--- src/rtl/fs_pkg.sv ---
package fs_pkg;
  // Frame overhead on top of the data field: one sync bit, one parity bit.
  localparam int FS_OVERHEAD = 2;

  typedef enum logic {
    SRC_EXTERNAL = 1'b0,
    SRC_COUNTER  = 1'b1
  } fs_src_e;
endpackage

--- src/rtl/fs_bit_timer.sv ---
module fs_bit_timer #(
  parameter int FRAME_W = 8
) (
  input  logic clk,
  input  logic rst,
  output logic boundary
);
  localparam int CNT_W = (FRAME_W > 1) ? $clog2(FRAME_W) : 1;
  localparam logic [CNT_W-1:0] LAST = CNT_W'(FRAME_W - 1);

  logic [CNT_W-1:0] bit_cnt;

  // Reset parks the counter on the last slot, so the first edge loads a frame.
  always_ff @(posedge clk) begin
    if (rst)           bit_cnt <= LAST;
    else if (boundary) bit_cnt <= '0;
    else               bit_cnt <= bit_cnt + 1'b1;
  end

  assign boundary = (bit_cnt == LAST);
endmodule

--- src/rtl/fs_sync_gen.sv ---
module fs_sync_gen #(
  parameter int                  SYNC_LEN  = 8,
  parameter logic [SYNC_LEN-1:0] SYNC_CODE = 8'hE4
) (
  input  logic clk,
  input  logic rst,
  input  logic advance,
  output logic sync_bit
);
  logic [SYNC_LEN-1:0] code_q;

  generate
    if (SYNC_LEN > 1) begin : g_rotate
      always_ff @(posedge clk) begin
        if (rst)          code_q <= SYNC_CODE;
        else if (advance) code_q <= {code_q[SYNC_LEN-2:0], code_q[SYNC_LEN-1]};
      end
    end else begin : g_fixed
      always_ff @(posedge clk) begin
        if (rst) code_q <= SYNC_CODE;
      end
    end
  endgenerate

  assign sync_bit = code_q[SYNC_LEN-1];
endmodule

--- src/rtl/fs_pattern_src.sv ---
module fs_pattern_src #(
  parameter int DATA_W = 6
) (
  input  logic              clk,
  input  logic              rst,
  input  logic              advance,
  output logic [DATA_W-1:0] pattern
);
  // Binary counter that wraps naturally at 2**DATA_W.
  always_ff @(posedge clk) begin
    if (rst)          pattern <= '0;
    else if (advance) pattern <= pattern + 1'b1;
  end
endmodule

--- src/rtl/fs_frame_serializer.sv ---
module fs_frame_serializer #(
  parameter int                  DATA_W    = 6,
  parameter int                  SYNC_LEN  = 8,
  parameter logic [SYNC_LEN-1:0] SYNC_CODE = 8'hE4
) (
  input  logic              clk,
  input  logic              rst,
  input  logic [DATA_W-1:0] in_data,
  input  logic              in_valid,
  output logic              in_ready,
  input  logic              test_mode,
  output logic              ser_out,
  output logic              frame_start,
  output logic              underrun
);
  import fs_pkg::*;

  localparam int FRAME_W = DATA_W + FS_OVERHEAD;

  fs_src_e           src_sel;
  logic              boundary;
  logic              take;
  logic              sync_bit;
  logic [DATA_W-1:0] pattern;
  logic [DATA_W-1:0] last_word;
  logic [DATA_W-1:0] word;
  logic              parity;
  logic [FRAME_W-1:0] frame_next;
  logic [FRAME_W-1:0] shreg;

  assign src_sel = test_mode ? SRC_COUNTER : SRC_EXTERNAL;

  fs_bit_timer #(.FRAME_W(FRAME_W)) u_timer (
    .clk      (clk),
    .rst      (rst),
    .boundary (boundary)
  );

  fs_sync_gen #(.SYNC_LEN(SYNC_LEN), .SYNC_CODE(SYNC_CODE)) u_sync (
    .clk      (clk),
    .rst      (rst),
    .advance  (boundary),
    .sync_bit (sync_bit)
  );

  fs_pattern_src #(.DATA_W(DATA_W)) u_pattern (
    .clk     (clk),
    .rst     (rst),
    .advance (boundary && (src_sel == SRC_COUNTER)),
    .pattern (pattern)
  );

  assign in_ready = boundary && (src_sel == SRC_EXTERNAL);
  assign take     = in_ready && in_valid;

  always_comb begin
    if (src_sel == SRC_COUNTER) word = pattern;
    else if (take)              word = in_data;
    else                        word = last_word;
    parity     = ^word;
    frame_next = {sync_bit, parity, word};
  end

  always_ff @(posedge clk) begin
    if (rst) begin
      shreg       <= '0;
      last_word   <= '0;
      frame_start <= 1'b0;
      underrun    <= 1'b0;
    end else if (boundary) begin
      shreg       <= frame_next;
      frame_start <= 1'b1;
      underrun    <= (src_sel == SRC_EXTERNAL) && !in_valid;
      if (take) last_word <= in_data;
    end else begin
      shreg       <= {shreg[FRAME_W-2:0], 1'b0};
      frame_start <= 1'b0;
    end
  end

  assign ser_out = shreg[FRAME_W-1];
endmodule

--- config.mk ---
export PLATFORM = sky130hd
export DESIGN_NAME = fs_frame_serializer
export DESIGN_NICKNAME = d
export VERILOG_FILES = /design/src/rtl/fs_pkg.sv /design/src/rtl/fs_bit_timer.sv /design/src/rtl/fs_sync_gen.sv /design/src/rtl/fs_pattern_src.sv /design/src/rtl/fs_frame_serializer.sv
export SDC_FILE = /design/constraint.sdc
export NUM_CORES = 1
export LEC_CHECK = 0
export ABC_AREA = 1
export BUFFER_PORTS_ARGS = -buffer_cell sky130_fd_sc_hd__buf_2
export CAP_MARGIN = 20
export CORE_MARGIN = 2
export CORE_UTILIZATION = 40
export CTS_CLUSTER_SIZE = 20
export DETAILED_ROUTE_END_ITERATION = 6
export GPL_ROUTABILITY_DRIVEN = 0
export HOLD_SLACK_MARGIN = 0.08
export PLACE_DENSITY = 0.58
export SETUP_SLACK_MARGIN = 0.5
export SLEW_MARGIN = 20
export SYNTH_ARGS = -nofsm -noshare
export SYNTH_HDL_FRONTEND = slang
export SYNTH_SLANG_ARGS = --single-unit
--- constraint.sdc ---
create_clock -name clk -period 1.5 [get_ports clk]
set_input_delay 0.075 -clock clk [delete_from_list [all_inputs] [get_ports clk]]
set_output_delay 0.075 -clock clk [all_outputs]
set_load 0.02 [all_outputs]
# Word level (Yosys, flattened, before mapping)
# Index checks and enable logic that the tools add are counted.
[totals]
input_bits = 10
word_cells = 26
out_inout_bits = 4
reg_bits = 33
[classes]
n_addsub = 2
n_mux = 6
eq_ne = 1
n_bitwise = 2
n_reduce_logical = 7
[ops]
columns = ["cell", "n"]
rows = [
  ["$mux 6", 2],
  ["$mux 8", 1],
  ["$add 6x1->6 const B", 1],
  ["$reduce_xor 6->1", 1],
  ["$logic_and 1x1->1", 4],
  ["$add 3x1->3 const B", 1],
  ["$eq 3x3->1 const B", 1],
  ["$mux 3", 1],
  ["$mux 1", 2],
  ["$not 1->1", 2],
  ["$reduce_or 2->1", 1],
  ["$logic_not 1->1", 1],
]

# Logic depth before layout (Yosys ltp)
[logic_depth]
depth_word = 8
depth_mapped = 15
ltp_nobuf = 15

# Cells and area by module
# A second synthesis with hierarchy kept.
[hier_totals]
cells_unflattened = 225
hier_area_um2 = 1556.5
[modules_own_cells]
columns = ["mod", "cells_per_inst", "instances", "seq_area_each_um2", "area_per_inst_um2"]
rows = [
  ["fs_frame_serializer", 137, 1, 320.3, 884.6],
  ["fs_sync_gen", 43, 1, 160.2, 304.0],
  ["fs_pattern_src", 36, 1, 120.1, 261.5],
  ["fs_bit_timer", 9, 1, 60.1, 106.4],
]

# Worst setup path before layout
# No wires, ideal clock.
[synth_timing]
path_type = "register -> register"
startpoint = "reg u_timer.bit_cnt[0]"
endpoint = "reg shreg[6]"
setup_slack_ps = -156
synth_period_minus_slack_ps = 1656
path_stages_with_launch = 14
n_path_buf = 1
t_arrival_ps = 1539
required_ps = 1383
setup_time_ps = 117
path_cell_list = "dfxtp_1 ha_1 ha_1 buf_4 nand4_1 nand3_1 nand2_1 nand2_1 nand3_1 nand2_1 nand2_1 nand2_1 nor2_1 nor2_1"
[synth_via]
elab_chain_cells = 7
[synth_rtl]
columns = ["element", "line_no", "text"]
rows = [
  ["start, declared", "fs_bit_timer.sv:11", "logic [CNT_W-1:0] bit_cnt;"],
  ["start signal, assigned", "fs_bit_timer.sv:17", "else bit_cnt <= bit_cnt + 1'b1;"],
  ["$eq 3x3->1 (*)", "fs_bit_timer.sv:20", "assign boundary = (bit_cnt == LAST);"],
  ["named net boundary", "fs_frame_serializer.sv:21", "logic boundary;"],
  ["$logic_and 1x1->1", "fs_frame_serializer.sv:53", "assign in_ready = boundary && (src_sel == SRC_EXTERNAL);"],
  ["$logic_and 1x1->1", "fs_frame_serializer.sv:54", "assign take = in_ready && in_valid;"],
  ["$mux 6", "fs_frame_serializer.sv:58", "else if (take) word = in_data;"],
  ["$mux 6", "fs_frame_serializer.sv:57", "if (src_sel == SRC_COUNTER) word = pattern;"],
  ["$reduce_xor 6->1", "fs_frame_serializer.sv:60", "parity = ^word;"],
  ["$mux 8 (*)", "fs_frame_serializer.sv:70", "end else if (boundary) begin"],
  ["end signal, assigned", "fs_frame_serializer.sv:71", "shreg <= frame_next;"],
  ["end signal, assigned", "fs_frame_serializer.sv:76", "shreg <= {shreg[FRAME_W-2:0], 1'b0};"],
  ["end, declared", "fs_frame_serializer.sv:29", "logic [FRAME_W-1:0] shreg;"],
]
# The timed path passes the listed nets; every way through them passes the cells marked *.
# A chain may end at the register's enable or synchronous reset.

# Worst setup path in the final report
[layout_timing]
startpoint = "reg u_timer.bit_cnt[0]"
endpoint = "out in_ready"
[layout_via]
elab_chain_cells = 2
[layout_rtl]
columns = ["element", "line_no", "text"]
rows = [
  ["$eq 3x3->1", "fs_bit_timer.sv:20", ""],
  ["named net boundary", "fs_frame_serializer.sv:21", ""],
  ["$logic_and 1x1->1", "fs_frame_serializer.sv:53", ""],
  ["end, declared", "fs_frame_serializer.sv:10", "output logic in_ready,"],
]
# The timed path passes the listed nets, and every way through them passes these cells.

==> flow_summary.toml <==
[power]
power_frac_clock_pct = 18.7
leakagePower_nw = 0.982
p_int_mw = 1.68
powerDensity_nw_per_um2 = 1180
vdd_drop_max_mv = 0.686
power_frac_comb_pct = 38.7
seqPwrFrac_pct = 42.7
p_sw_uw = 869
switching_share_pct = 34.0

[die]
rows = 21
fp.dieH_um = 63.8
io_pins = 14
initial_core_util_pct = 42.2
die_width_um = 63.8
core_area_um2 = 3390
die-area_um2 = 4070

[status]
violations = "setup timing"
status = "complete, but fails checks"

[worst_setup_path]
path_max_fanout = 5
regToRegSetupSlack_ns = -0.29
cp_slowest_stage_delay_ns = 0.34
startpoint = "u_timer.bit_cnt[0]"
path_cells = "ha_4 -> ha_4 -> buf_6 -> buf_4 -> buf_8 -> inv_4 -> buf_12 -> nor2_4 -> buf_6"
critPathCapture = "in_ready"
critPathCaptureType = "output port"
arrival_ns = 1.73
slowest_stage = "dfxtp_2"
r2r_cells = 10
critPathLaunchType = "register"
r2r_start = "u_timer.bit_cnt[0]"
cp.required_ns = 1.42
crit-reg2reg-capture = "shreg[6]"
worst-setup-path-type = "register to output port"

[sta]
finalMaxSlewViolations = 0
fin_skew_ns = 0.00851
period_share_pct = 120
fin_crit_ns = 1.80
rsz0062_at_grt = "true"
post-route-worst-setup-slack_ns = -0.304
max_freq_ghz = 0.554
relSlewSlack_pct = 51.8
setup_violations = 23
holdWs_ns = 0.00327
hold_violations = 0
tightest_slew_ns = 0.723
fin_setup_tns_ns = -3.73

[run]
maxCapViolations = 0

[logic_synthesis]
synth_seq_cells = 33
yosysWarnings = 0
synthCells = 201
synth_fp_nets = 214
avgSynthCellArea_um2 = 7.11
netlist_area_um2 = 1430
ys_types = 20
ys_seq_area_share_pct = 46.2

[clock_tree]
cts_sinks = 33
clockBufferDepth = 2
path_clk_slew_ns = 0.10
cts_tree = "yes"
cts_buffers = 5
cts_max_level = 2
clkLatencyLatePin_ns = 0.33
clockRootBuffer = "clkbuf_4"

[placed_design]
place_hpwl_um = 2430
place.port_buffers = 13
placed_cells = 273
dpl_cell_area_um2 = 1740

[worst_hold_path]
hold_start = "in_data[5]"
hp-class = "primary input to register"
worstHoldPathCells = 3

[layout]
final_cells = 298
syn_to_final_growth_pct = 51.1
regArea_um2 = 663
n_fill_cell = 280
multiInputGateArea_um2 = 903
final_common_cell = "nand2_1"
nets = 264
num_antenna_cells = 0
final_cell_mix = "nand2_1 (48), dfxtp_1 (31), buf_4 (23)"
drive_gt1_share_pct = 44.0
fin_area_um2 = 2160

[global_routing]
grt_max_degree = 19
grt_pass1_vias = 1458
grt_usage_pct = 20.5
grt_pass1_wl_um = 6370
antenna_found_initial = 0
grt_overflow = 0

[routing]
ant_nets = 0
vias_per_cell = 5.13
via_count = 1529
drc = 0
dr.pass1.iters = 4
drtIter0Drc = 120
wl_um = 4000
wl_per_cell_um = 13.4
-- metrics by stage --
stage / setup slack (ns) / utilization, % / power, mW
6_report: -0.304 / 63.7 / 2.55
5_1_grt: -0.426 / 63.7 / 2.72
4_1_cts: -0.173 / 59.6 / 2.45
3_5_place_dp: -0.202 / 51.2 / 1.73
3_3_place_gp: -0.181 / 51.2 / 1.71
2_1_floorplan: -0.0435 / - / 1.54
-- worst max-delay path, delay by kind of cell, from the launching register on --
family	cells	cell delay [ns]
flip-flops	1	0.34
adder cells (fa/ha/maj)	2	0.34
AND/OR/NAND/NOR	1	0.03
buffers and inverters	6	0.68
-- synthesized netlist by cell type --
| master | number | area share [%] |
|---|---|---|
| o21ai_0 | 14 | 4.9 |
| a21oi_1 | 16 | 5.6 |
| ha_1 | 3 | 2.6 |
| nand2_1 | 63 | 17 |
| dfxtp_1 | 33 | 46 |
| o21ai_1 | 2 | 0.70 |
| nand3_1 | 13 | 4.6 |
| buf_4 | 1 | 0.53 |
| or2_2 | 3 | 1.3 |
| nor4_1 | 1 | 0.44 |
| o211ai_1 | 1 | 0.53 |
| inv_1 | 13 | 3.4 |
| buf_2 | 3 | 1.1 |
| nor2_1 | 19 | 5.0 |
| nand4_1 | 5 | 2.2 |
| clkbuf_1 | 5 | 1.3 |
| nor3_1 | 3 | 1.1 |
| nand3_4 | 1 | 1.2 |
| nand3b_1 | 1 | 0.53 |
| inv_2 | 1 | 0.26 |
-- registers in the layout (all words and copies together) (netlist names) --
name	flops
u_sync.code_q	8
last_word	6
underrun	1
u_timer.bit_cnt	3
frame_start	1
u_pattern.pattern	6
shreg	8
-- worst min-delay path by stage --
stage	to	slack [ns]
6_report	last_word[5]	0.003
4_1_cts	last_word[5]	0.005
3_3_place_gp	last_word[5]	0.35
5_1_grt	last_word[5]	-0.008
3_5_place_dp	last_word[5]	0.36
2_1_floorplan	shreg[0]	0.15
-- cell families (layout without fill, tap and decap cells) --
| kind of cell | Yosys count | count (layout) | synth area share, % |
|---|---|---|---|
| and+or+nand+nor | 109 | 110 | 32.8 |
| AOI/OAI and AO/OA | 33 | 33 | 11.7 |
| buffers and inverters | 23 | 73 | 6.57 |
| adders and majority gates | 3 | 3 | 2.63 |
| DFF | 33 | 33 | 46.2 |
-- power groups by stage --
| stage | logic (mW) | registers, mW | clock network (mW) |
|---|---|---|---|
| 6_report | 0.987 | 1.09 | 0.476 |
| 5_1_grt | 1.07 | 1.10 | 0.540 |
| 4_1_cts | 0.872 | 1.09 | 0.490 |
| 3_5_place_dp | 0.644 | 1.09 | 0 |
| 3_3_place_gp | 0.628 | 1.09 | 0 |
| 2_1_floorplan | 0.442 | 1.09 | 0 |
-- area by class of cell --
class	instances	share of cell area, %
inverters	14	2.67
multi-input cells	146	41.9
clock buffers	6	1.91
flip-flops and latches	33	30.7
well taps	46	2.67
clock inverters	2	0.464
repair buffers	51	19.7
-- repair_timing --
action / 4_1_cts / 5_1_grt
buffers inserted: 11 / 4
hold endpoints to repair: 2 / 1
setup endpoints to repair: 33 / 33
resized for setup: 46 / 27
cloned: 2 / 0
pin swaps: 20 / 12
-- per-layer routing --
layer | vias up | wire (µm) | global-route usage (%)
li1 | 761 | - | -
met1 | 728 | 1700 | 24.4
met2 | 33 | 2020 | 34.6
met3 | 7 | 199 | 5.99
met4 | 0 | 80 | 7.88
met5 | - | 0 | 0
Note: power is estimated with default switching activity, not from simulation.
